<file path="config.mk">
export PLATFORM = sky130hd
export DESIGN_NAME = wb_cache_ctrl
export DESIGN_NICKNAME = d
export VERILOG_FILES = /design/src/rtl/wbc_pkg.sv /design/src/rtl/wbc_tag_store.sv /design/src/rtl/wbc_data_store.sv /design/src/rtl/wbc_ctrl.sv /design/src/rtl/wb_cache_ctrl.sv
export SDC_FILE = /design/constraint.sdc
export NUM_CORES = 2
export LEC_CHECK = 0
export BUFFER_PORTS_ARGS = -buffer_cell sky130_fd_sc_hd__buf_4
export CORE_UTILIZATION = 47
export DETAILED_ROUTE_END_ITERATION = 10
export PLACE_DENSITY_LB_ADDON = 0.2
export SLEW_MARGIN = 20
export SYNTH_ARGS = -nofsm -noshare
export SYNTH_HDL_FRONTEND = slang
export SYNTH_SLANG_ARGS = --single-unit
</file>
<file path="constraint.sdc">
create_clock -name clk -period 5.7 [get_ports clk]
set_input_delay 0.57 -clock clk [delete_from_list [all_inputs] [get_ports clk]]
set_output_delay 0.57 -clock clk [all_outputs]
set_load 0.005 [all_outputs]
</file>
<file path="src/rtl/wbc_pkg.sv">
// Package for the write-back cache controller: state encoding shared by
// the sequencer and visible to anything that inspects it.
package wbc_pkg;

    // Sequencer states; AROUND carries a write miss straight to memory.
    typedef enum logic [2:0] {
        ST_IDLE      = 3'd0,
        ST_COMPARE   = 3'd1,
        ST_WRITEBACK = 3'd2,
        ST_ALLOCATE  = 3'd3,
        ST_AROUND    = 3'd4,
        ST_RESPOND   = 3'd5
    } ctrl_state_t;

endpackage

</file>
<file path="src/rtl/wbc_tag_store.sv">
// Tag store: per-line valid, dirty and tag registers with one combinational
// read port. Assumes fill and dirty-set never target conflicting meanings
// in the same cycle (the sequencer issues them in different states).
module wbc_tag_store #(
    parameter int LINES = 16,
    parameter int TAG_W = 10,
    localparam int INDEX_W = $clog2(LINES)
) (
    input  logic               clk,
    input  logic               rst_n,
    input  logic [INDEX_W-1:0] line_idx,
    input  logic               fill_en,
    input  logic [TAG_W-1:0]   fill_tag,
    input  logic               dirty_set,
    output logic               rd_valid,
    output logic               rd_dirty,
    output logic [TAG_W-1:0]   rd_tag
);

    logic [LINES-1:0] valid_q;
    logic [LINES-1:0] dirty_q;
    logic [TAG_W-1:0] tag_q [LINES];

    // Per-line state flags, cleared by reset, set by fill or write hit.
    generate
        for (genvar g = 0; g < LINES; g++) begin : g_line
            always_ff @(posedge clk) begin
                if (!rst_n) begin
                    valid_q[g] <= 1'b0;
                    dirty_q[g] <= 1'b0;
                end else if (fill_en && line_idx == INDEX_W'(g)) begin
                    valid_q[g] <= 1'b1;
                    dirty_q[g] <= 1'b0;
                end else if (dirty_set && line_idx == INDEX_W'(g)) begin
                    dirty_q[g] <= 1'b1;
                end
            end

            // Tag capture on fill; needs no reset because valid guards it.
            always_ff @(posedge clk) begin
                if (fill_en && line_idx == INDEX_W'(g)) begin
                    tag_q[g] <= fill_tag;
                end
            end
        end
    endgenerate

    // Combinational lookup of the addressed line.
    always_comb begin
        rd_valid = valid_q[line_idx];
        rd_dirty = dirty_q[line_idx];
        rd_tag   = tag_q[line_idx];
    end

endmodule

</file>
<file path="src/rtl/wbc_data_store.sv">
// Data store: LINES x WORDS words with one write port and one combinational
// read port sharing a line index. Contents are undefined until filled.
module wbc_data_store #(
    parameter int LINES  = 16,
    parameter int WORDS  = 4,
    parameter int DATA_W = 32,
    localparam int INDEX_W = $clog2(LINES),
    localparam int OFF_W   = $clog2(WORDS)
) (
    input  logic               clk,
    input  logic [INDEX_W-1:0] line_idx,
    input  logic               wr_en,
    input  logic [OFF_W-1:0]   wr_off,
    input  logic [DATA_W-1:0]  wr_data,
    input  logic [OFF_W-1:0]   rd_off,
    output logic [DATA_W-1:0]  rd_data
);

    logic [DATA_W-1:0] mem_q [LINES][WORDS];

    // Single-word write into the addressed line.
    always_ff @(posedge clk) begin
        if (wr_en) begin
            mem_q[line_idx][wr_off] <= wr_data;
        end
    end

    // Combinational word read.
    always_comb begin
        rd_data = mem_q[line_idx][rd_off];
    end

endmodule

</file>
<file path="src/rtl/wbc_ctrl.sv">
// Access sequencer: takes one CPU request at a time, looks up the tag,
// and walks writeback, refill or write-around over the memory port.
// Assumes memory holds mem_rdata valid only in the mem_ack cycle and
// that each request receives exactly one acknowledge.
module wbc_ctrl
    import wbc_pkg::*;
#(
    parameter int ADDR_W  = 16,
    parameter int DATA_W  = 32,
    parameter int INDEX_W = 4,
    parameter int OFF_W   = 2,
    localparam int TAG_W  = ADDR_W - INDEX_W - OFF_W
) (
    input  logic               clk,
    input  logic               rst_n,
    input  logic               cpu_req,
    input  logic               cpu_we,
    input  logic [ADDR_W-1:0]  cpu_addr,
    input  logic [DATA_W-1:0]  cpu_wdata,
    input  logic               wr_alloc,
    output logic               cpu_ready,
    output logic               cpu_done,
    output logic [DATA_W-1:0]  cpu_rdata,
    output logic               mem_req,
    output logic               mem_we,
    output logic [ADDR_W-1:0]  mem_addr,
    output logic [DATA_W-1:0]  mem_wdata,
    input  logic               mem_ack,
    input  logic [DATA_W-1:0]  mem_rdata,
    input  logic               tag_valid,
    input  logic               tag_dirty,
    input  logic [TAG_W-1:0]   tag_q,
    input  logic [DATA_W-1:0]  line_word,
    output logic [INDEX_W-1:0] line_idx,
    output logic [OFF_W-1:0]   rd_off,
    output logic               ds_we,
    output logic [OFF_W-1:0]   ds_off,
    output logic [DATA_W-1:0]  ds_wdata,
    output logic               fill_en,
    output logic [TAG_W-1:0]   fill_tag,
    output logic               dirty_set
);

    ctrl_state_t       state_q, state_d;
    logic              req_we_q;
    logic              req_alloc_q;
    logic [ADDR_W-1:0] req_addr_q;
    logic [DATA_W-1:0] req_wdata_q;
    logic [OFF_W-1:0]  cnt_q;
    logic [DATA_W-1:0] rdata_q;

    logic [TAG_W-1:0]  req_tag;
    logic [OFF_W-1:0]  req_off;
    logic              hit;
    logic              last_word;

    // Field split of the latched request and lookup result.
    always_comb begin
        req_tag   = req_addr_q[ADDR_W-1 -: TAG_W];
        req_off   = req_addr_q[OFF_W-1:0];
        line_idx  = req_addr_q[OFF_W +: INDEX_W];
        hit       = tag_valid && (tag_q == req_tag);
        last_word = &cnt_q;
    end

    // Next-state selection for the access sequence.
    always_comb begin
        state_d = state_q;
        case (state_q)
            ST_IDLE:      if (cpu_req) state_d = ST_COMPARE;
            ST_COMPARE: begin
                if (hit)                          state_d = ST_RESPOND;
                else if (req_we_q && !req_alloc_q) state_d = ST_AROUND;
                else if (tag_valid && tag_dirty)  state_d = ST_WRITEBACK;
                else                              state_d = ST_ALLOCATE;
            end
            ST_WRITEBACK: if (mem_ack && last_word) state_d = ST_ALLOCATE;
            ST_ALLOCATE:  if (mem_ack && last_word) state_d = ST_COMPARE;
            ST_AROUND:    if (mem_ack) state_d = ST_RESPOND;
            ST_RESPOND:   state_d = ST_IDLE;
            default:      state_d = ST_IDLE;
        endcase
    end

    // State register.
    always_ff @(posedge clk) begin
        if (!rst_n) state_q <= ST_IDLE;
        else        state_q <= state_d;
    end

    // Request capture when a new access is accepted.
    always_ff @(posedge clk) begin
        if (!rst_n) begin
            req_we_q    <= 1'b0;
            req_alloc_q <= 1'b0;
            req_addr_q  <= '0;
            req_wdata_q <= '0;
        end else if (state_q == ST_IDLE && cpu_req) begin
            req_we_q    <= cpu_we;
            req_alloc_q <= wr_alloc;
            req_addr_q  <= cpu_addr;
            req_wdata_q <= cpu_wdata;
        end
    end

    // Word counter for burst writeback and refill; wraps after the last word.
    always_ff @(posedge clk) begin
        if (!rst_n) begin
            cnt_q <= '0;
        end else if (state_q == ST_COMPARE) begin
            cnt_q <= '0;
        end else if ((state_q == ST_WRITEBACK || state_q == ST_ALLOCATE) && mem_ack) begin
            cnt_q <= cnt_q + 1'b1;
        end
    end

    // Read data capture on a read hit.
    always_ff @(posedge clk) begin
        if (!rst_n) begin
            rdata_q <= '0;
        end else if (state_q == ST_COMPARE && hit && !req_we_q) begin
            rdata_q <= line_word;
        end
    end

    // CPU-side handshake outputs.
    always_comb begin
        cpu_ready = (state_q == ST_IDLE);
        cpu_done  = (state_q == ST_RESPOND);
        cpu_rdata = rdata_q;
    end

    // Memory-side request: victim burst, refill burst or single write-around.
    always_comb begin
        mem_req   = 1'b0;
        mem_we    = 1'b0;
        mem_addr  = '0;
        mem_wdata = '0;
        case (state_q)
            ST_WRITEBACK: begin
                mem_req   = 1'b1;
                mem_we    = 1'b1;
                mem_addr  = {tag_q, line_idx, cnt_q};
                mem_wdata = line_word;
            end
            ST_ALLOCATE: begin
                mem_req   = 1'b1;
                mem_addr  = {req_tag, line_idx, cnt_q};
            end
            ST_AROUND: begin
                mem_req   = 1'b1;
                mem_we    = 1'b1;
                mem_addr  = req_addr_q;
                mem_wdata = req_wdata_q;
            end
            default: ;
        endcase
    end

    // Array update controls: refill words, write-hit merge, tag and dirty.
    always_comb begin
        rd_off    = (state_q == ST_WRITEBACK) ? cnt_q : req_off;
        ds_we     = (state_q == ST_COMPARE && hit && req_we_q)
                 || (state_q == ST_ALLOCATE && mem_ack);
        ds_off    = (state_q == ST_ALLOCATE) ? cnt_q : req_off;
        ds_wdata  = (state_q == ST_ALLOCATE) ? mem_rdata : req_wdata_q;
        fill_en   = (state_q == ST_ALLOCATE) && mem_ack && last_word;
        fill_tag  = req_tag;
        dirty_set = (state_q == ST_COMPARE) && hit && req_we_q;
    end

endmodule

</file>
<file path="src/rtl/wb_cache_ctrl.sv">
// Direct-mapped write-back cache controller top: ties the sequencer to the
// tag and data stores. Requires WORDS >= 2 and power-of-two LINES/WORDS.
module wb_cache_ctrl #(
    parameter int ADDR_W = 16,
    parameter int DATA_W = 32,
    parameter int LINES  = 16,
    parameter int WORDS  = 4
) (
    input  logic              clk,
    input  logic              rst_n,
    input  logic              cpu_req,
    input  logic              cpu_we,
    input  logic [ADDR_W-1:0] cpu_addr,
    input  logic [DATA_W-1:0] cpu_wdata,
    input  logic              wr_alloc,
    output logic              cpu_ready,
    output logic              cpu_done,
    output logic [DATA_W-1:0] cpu_rdata,
    output logic              mem_req,
    output logic              mem_we,
    output logic [ADDR_W-1:0] mem_addr,
    output logic [DATA_W-1:0] mem_wdata,
    input  logic              mem_ack,
    input  logic [DATA_W-1:0] mem_rdata
);

    localparam int INDEX_W = $clog2(LINES);
    localparam int OFF_W   = $clog2(WORDS);
    localparam int TAG_W   = ADDR_W - INDEX_W - OFF_W;

    logic               tag_valid;
    logic               tag_dirty;
    logic [TAG_W-1:0]   tag_rd;
    logic [DATA_W-1:0]  line_word;
    logic [INDEX_W-1:0] line_idx;
    logic [OFF_W-1:0]   rd_off;
    logic               ds_we;
    logic [OFF_W-1:0]   ds_off;
    logic [DATA_W-1:0]  ds_wdata;
    logic               fill_en;
    logic [TAG_W-1:0]   fill_tag;
    logic               dirty_set;

    wbc_ctrl #(
        .ADDR_W (ADDR_W),
        .DATA_W (DATA_W),
        .INDEX_W(INDEX_W),
        .OFF_W  (OFF_W)
    ) u_ctrl (
        .clk      (clk),
        .rst_n    (rst_n),
        .cpu_req  (cpu_req),
        .cpu_we   (cpu_we),
        .cpu_addr (cpu_addr),
        .cpu_wdata(cpu_wdata),
        .wr_alloc (wr_alloc),
        .cpu_ready(cpu_ready),
        .cpu_done (cpu_done),
        .cpu_rdata(cpu_rdata),
        .mem_req  (mem_req),
        .mem_we   (mem_we),
        .mem_addr (mem_addr),
        .mem_wdata(mem_wdata),
        .mem_ack  (mem_ack),
        .mem_rdata(mem_rdata),
        .tag_valid(tag_valid),
        .tag_dirty(tag_dirty),
        .tag_q    (tag_rd),
        .line_word(line_word),
        .line_idx (line_idx),
        .rd_off   (rd_off),
        .ds_we    (ds_we),
        .ds_off   (ds_off),
        .ds_wdata (ds_wdata),
        .fill_en  (fill_en),
        .fill_tag (fill_tag),
        .dirty_set(dirty_set)
    );

    wbc_tag_store #(
        .LINES(LINES),
        .TAG_W(TAG_W)
    ) u_tags (
        .clk      (clk),
        .rst_n    (rst_n),
        .line_idx (line_idx),
        .fill_en  (fill_en),
        .fill_tag (fill_tag),
        .dirty_set(dirty_set),
        .rd_valid (tag_valid),
        .rd_dirty (tag_dirty),
        .rd_tag   (tag_rd)
    );

    wbc_data_store #(
        .LINES (LINES),
        .WORDS (WORDS),
        .DATA_W(DATA_W)
    ) u_data (
        .clk     (clk),
        .line_idx(line_idx),
        .wr_en   (ds_we),
        .wr_off  (ds_off),
        .wr_data (ds_wdata),
        .rd_off  (rd_off),
        .rd_data (line_word)
    );

endmodule

</file>
Word-level counts from Yosys, hierarchy flattened
Memories as Yosys holds them, arrays and structs flattened. A register that Yosys moved wholly into a read port is not among the register bits.
Index checks and enable logic that the tools add are counted.

storage, ports and cells
  register bits = 119
  bits in latches = 0
  bits in writable memories = 2208
  memory bits (read-only) = 0
  output and inout bits = 84
  word-level logic and storage cells = 267
  memories = 2

operators by class
  add/sub/neg operators = 1
  multiply operators = 0
  divide/modulo/power cells = 0
  $lt $le $gt $ge = 4
  equal/unequal tests = 25
  shift-type cells = 0
  muxes and demuxes = 107
  bitwise gates (word level) = 3
  reductions and logical operators = 86

memories
  memory        words  bits a word  rd ports  clocked after Yosys merged registers in  wr ports  line                  source
  u_data.mem_q  16     128          1         1                                        1         wbc_data_store.sv:19  logic [DATA_W-1:0] mem_q [LINES][WORDS];
  u_tags.tag_q  16     10           1         1                                        1         wbc_tag_store.sv:22   logic [TAG_W-1:0] tag_q [LINES];

operators with widths
  operator              count
  $mux W10              15
  $reduce_or A10 Y1     15
  $mux W128             1
  $mux W32              4
  $mux W4               19
  $bmux W32 S2          1
  $demux W32 S2         1
  $pmux W32 S2          1
  $mux W1               53
  $pmux W16 S3          1
  $logic_and A1 B1 Y1   44
  $reduce_or A2 Y1      18
  $eq A4 B4 Y1 const B  8
  $mux W3               6
  $eq A4 B3 Y1 const B  4
  $pmux W3 S5           1
  $eq A10 B10 Y1        1
  $bmux W1 S4           2
  $eq A4 B2 Y1 const B  2
  $eq A3 B2 Y1 const B  2
  $eq A3 B3 Y1 const B  2
  $ge A3 B3 Y1 const B  2
  $not A2 Y3            2
  $lt A4 B5 Y1 const B  1
  other kinds (15)      20

Depth between registers and ports, before layout
  depth in word-level cells = 22
  mapped depth = 14
  mapped depth without buffers = 8

Hierarchy
A second synthesis with hierarchy kept.

second synthesis, totals
  cells, all modules = 4409
  area total of the unflattened synthesis = 90237.8 sq um

modules (own cells, without submodules)
  module          instances  cells each  area each (sq um)  sequential area each (sq um)
  wbc_data_store  1          3496        78256.3            61499.0
  wbc_tag_store   1          379         7388.3             5445.2
  wbc_ctrl        1          534         4593.2             1741.7

Least setup slack after synthesis
No wires, ideal clock.

  kind = reg2reg
  start = reg (tool-made name)
  end = mem u_data.mem_q[0][100] (netlist name) (enable)
  library setup time = 421 ps
  data arrival time = 4150 ps
  required time = 5279 ps
  setup slack = 1129 ps
  cell stages (with the launch flop) = 12
  buffers on the path = 3
  clock period less this slack = 4571 ps
  path through = dfxtp_1 > buf_4 > buf_4 > mux4_2 > and2_1 > a21oi_1 > nand4_1 > a2111o_1 > nor4_4 > a31oi_1 > buf_2 > nor2_1

RTL lines
  what       line
  to (decl)  wbc_data_store.sv:19

==> summary.txt <==
Power
  • Cell area power density: 355 mW/mm2
  • Worst VDD drop: 0.000289 V
  • Switching portion of total power: 0.230
  • Clock power share: 0.403
  • Leakage power figure: 0.0326 uW
  • Power spent charging and discharging nets: 8520 uW
  • Internal power consumption: 28600 uW
  • Part of the total power dissipated in combinational logic: 0.081
  • Part of the total power dissipated in sequential elements: 0.516

Floorplanning
  • FP Rows: 160
  • Starting utilization of the core area: 0.473
  • Overall die area: 0.194 mm2
  • Die span in x: 440 um
  • Num ports: 170
  • Vertical extent of the die: 440 um
  • Area inside the core boundary: 0.190 mm2

Logic synthesis
  • Synthesis Warnings: 0
  • Post-synthesis share of cell area spent on and, or, nand and nor gates: 0.0268
  • Net count after synthesis: 4260
  • Multiplexer fraction of the synthesized cell area: 0.175
  • Adder and majority gate portion of the synthesized area: 0.000139
  • Synthesized-area fraction occupied by ao, oa, aoi and oai cells: 0.0233
  • Count of cell types in the netlist: 67
  • Cell area after synthesis: 0.0901 mm2
  • Synthesized instance count: 4173
  • Dominant combinational cell family by area after synthesis: multiplexers
  • Share of flip-flops with an asynchronous set or reset after synthesis: 0
  • Post-synthesis sequential area ratio: 0.763
  • Parity-gate share of the synthesized area counting xor and xnor cells: 0.000583
  • Register bit count reported by yosys: 2331
  • Number of enable flip-flop cells after synthesis: 2208
  • Most used flip-flop cell after synthesis: edfxtp_1
  • Average cell area after synthesis: 21.6 um2

Timing
  • Minimum clock period: 5.45 ns
  • Rel. slew slack: 0.257
  • Clock skew: 0.0586 ns
  • Count of final hold-check violations: 0
  • Peak clock frequency supported by timing: 0.183 GHz
  • Total of endpoints with negative setup slack in the final report: 0
  • Fin worst setup slack: 0.249 ns
  • Final clock period utilization by the worst path: 0.956
  • WHS: 0.286 ns
  • Final Max Slew Viols: 0
  • Total negative slack for setup checks: 0 ns
  • Slew @ Worst Pin: 1.11 ns
  • RSZ-0062 raised after global routing: false

Detailed routing
  • Number of optimization iterations in the first detailed-route pass: 6
  • Total number of vias: 45300
  • Number of design-rule violations left by the first detailed-router iteration: 5433
  • Total detailed-routing wirelength: 245000 um
  • Count of antenna-violating nets left after detailed routing: 0
  • Drt wl/cell: 33.7 um
  • Total DRC errors in the routed layout: 0
  • Via-to-Cell Ratio: 6.22

Layout
  • Multi-input gate area: 0.0210 mm2
  • FF+latch area: 0.0688 mm2
  • Synth-to-Final Area Change: 16.0%
  • Summed area of non-filler cells in the final layout: 0.105 mm2
  • Layout cells sized above 1: 0.308
  • Number of nets in the layout: 4657
  • Number of filler instances in the final layout: 14200
  • Cell Count, Final, Fillers Out: 7282

Worst setup path
  • R2R setup slack: 1.15 ns
  • Reg2reg end: u_data.mem_q[7][86]$_DFFE_PP_
  • Slowest cell on the critical path: dfxtp_4
  • Worst path top cell family by delay: buffers and inverters
  • Maximum fanout count along the critical path: 58
  • Termination of the worst setup path: mem_wdata[8]
  • Worst EP required: 5.13 ns
  • Number of stages on the worst setup path: 9
  • Largest stage delay on the critical path: 0.60 ns
  • Critical path capture point type: primary output
  • Worst reg2reg path depth: 12
  • Data arrival, critical path: 4.88 ns
  • Nature of the critical path startpoint: flip-flop
  • Worst setup path category: reg2out
  • Cells along the critical path: buf_12 -> buf_12 -> buf_4 -> mux4_2 -> mux4_2 -> a22oi_1 -> nand2_1 -> a22o_1 -> buf_4
  • Critical path buffers and inverters: 4

Global route
  • Wire length of the first global-routing pass: 343000 um
  • Most heavily used metal layer in global routing: met2
  • Routing usage on met1: 0.354
  • Global Route Usage Sum: 0.254
  • GRT Residual Overflow: 0
  • Global routing usage on met3: 0.0338
  • Antenna violations before repair: 3
  • Grt met2 use: 0.419
  • Number of global-route vias before repair: 44800
  • Largest net degree at the start of global routing: 121

Clock network
  • H-tree lvl count: 4
  • Clock root cell: clkbuf_16
  • Clock tree from TritonCTS: yes
  • Source-to-sink clock delay at the later pin of the worst-skew pair: 0.87 ns
  • Inserted Clock Buffers: 229
  • Number of clock sinks seen by CTS: 2331
  • Reg clk slew, reported paths: 0.06 ns
  • Setup bufs post-CTS: 0
  • Number of buffers on the longest clock path: 3

Placement
  • Total placed cells including tap cells: 6800
  • Post-DP HPWL: 137000 um
  • Quantity of I/O buffers inserted on ports: 169
  • Routability congestion estimate from global placement: 0.852
  • Cell area reported after detailed placement: 0.0966 mm2
  • Worst slack after detailed placement: 0.937 ns

Min path
  • Hold Path Class: in2reg

Status
  • Run status: finished clean

Run
  • # Max-Cap Violations: 0
-- through the flow --
| step | power, uW | utilization |
|---|---|---|
| 2_1_floorplan | 21200 | - |
| 3_3_place_gp | 22500 | 0.507 |
| 3_5_place_dp | 22500 | 0.507 |
| 4_1_cts | 37300 | 0.549 |
| 5_1_grt | 38100 | 0.549 |
| 6_report | 37100 | 0.549 |
-- worst min path at each step --
stage	startpoint	to	slack [ns]	cells after the start
after floorplan	u_tags.valid_q[10]$_SDFFE_PN0P_	u_tags.valid_q[10]$_SDFFE_PN0P_	0.44	1
after global placement	u_tags.valid_q[1]$_SDFFE_PN0P_	u_tags.valid_q[1]$_SDFFE_PN0P_	0.44	1
after detailed placement	u_ctrl.cpu_rdata[13]$_SDFFE_PN0P_	u_ctrl.cpu_rdata[13]$_SDFFE_PN0P_	0.45	2
after CTS	cpu_addr[5]	flip-flop	0.21	3
after global routing	cpu_addr[5]	flip-flop	0.21	3
final	cpu_addr[5]	flip-flop	0.29	3
-- cell families (layout without fill, tap and decap cells) --
kind of cell,count (synthesis),count (layout)
XOR/XNOR,6,6
multiplexers,746,746
buffers and inverters,250,847
AO/OA/AOI/OAI,278,278
AND/OR/NAND/NOR,561,561
flip-flops,2331,2331
adder cells (fa/ha/maj),1,1
other,0,1
-- worst reg2reg max path, delay by kind of cell (launching register included) --
kind | cells | cell delay [ns]
muxes | 1 | 0.24
buffers and inverters | 4 | 1.32
AOI/OAI and AO/OA | 4 | 1.31
and+or+nand+nor | 3 | 0.71
DFF | 1 | 0.61
-- cells in the final DEF (no fill, tap or decap), types with 34 or more instances in the layout --
master and count:
a22oi_1 73, clkbuf_16 229, clkbuf_1 57, nor2_4 64
dlygate4sd3_1 50, buf_4 285, nor2_1 36, mux4_2 660
nand2_1 301, nand3_1 34, buf_12 73, mux2i_1 71
dfxtp_1 119, a22o_1 44, clkinv_1 59, edfxtp_1 2208
a21boi_0 50
-- flip-flops by register name (all words and copies together), names as in the netlist, 2 cells and up, named ones only --
register            cells
u_ctrl.req_addr_q      16
u_data.mem_q         2048
u_ctrl.cpu_rdata       32
u_tags.dirty_q         16
u_ctrl.state_q          3
u_ctrl.req_wdata_q     32
u_tags.valid_q         16
u_tags.tag_q          160
u_ctrl.cnt_q            2
-- cell type report --
| type | instances | area share |
|---|---|---|
| sequential | 2331 | 0.658 |
| multi-input combinational | 1592 | 0.201 |
| clock buffer | 289 | 0.0573 |
| timing repair buffer | 409 | 0.0393 |
| tap | 2511 | 0.0301 |
| clock inverter | 142 | 0.0140 |
| inverter | 7 | 0.000263 |
| antenna | 1 | 0.0000239 |
-- cells in the mapped netlist (5+ instances only) --
cell         n  area (um2)
mux2i_1     71         711
o211ai_1     8        60.1
dfxtp_1    123        2460
nand3_1     34         170
buf_1       43         161
nor2b_1     23         144
nor2_1     104         390
nand4_1     12        75.1
o22ai_1      7        43.8
edfxtp_1  2208       66300
o21a_1      16         120
nand2_1    334        1250
a22oi_1     73         548
mux4_2     660       14900
a41oi_1      5        43.8
xnor2_1      6        52.6
nor3b_1      9        67.6
a22o_1      44         385
inv_1        6        22.5
and2_1      10        62.6
a21boi_0    50         375
a21oi_1     12        60.1
o31ai_1      8        60.1
mux2_2      13         146
clkbuf_1   140         526
nor3_1       8        40.0
buf_4        8        60.1
buf_2       50         250
o21ai_0     24         120
-- power by group through the flow --
stage | combinational, uW | clock, uW | sequential, uW
global route | 3150 | 15800 | 19100
finish | 3010 | 14900 | 19100
CTS | 3040 | 15200 | 19100
global placement | 2970 | 0 | 19500
floorplan | 1750 | 0 | 19500
detailed placement | 3000 | 0 | 19500
-- what timing repair did --
action / CTS / global route
endpoints found under the hold margin: 53 / 0
resized for setup: 0 / 1
setup endpoints to repair: 0 / 1
hold buffers: 50 / 0
-- metal layers --
metal  vias up  wire length [um]
met3       327             17200
li1      18300                 -
met2      2048            123000
met5         -                 0
met4         0              7430
met1     24600             97200
(Power assumes the default switching activity.)
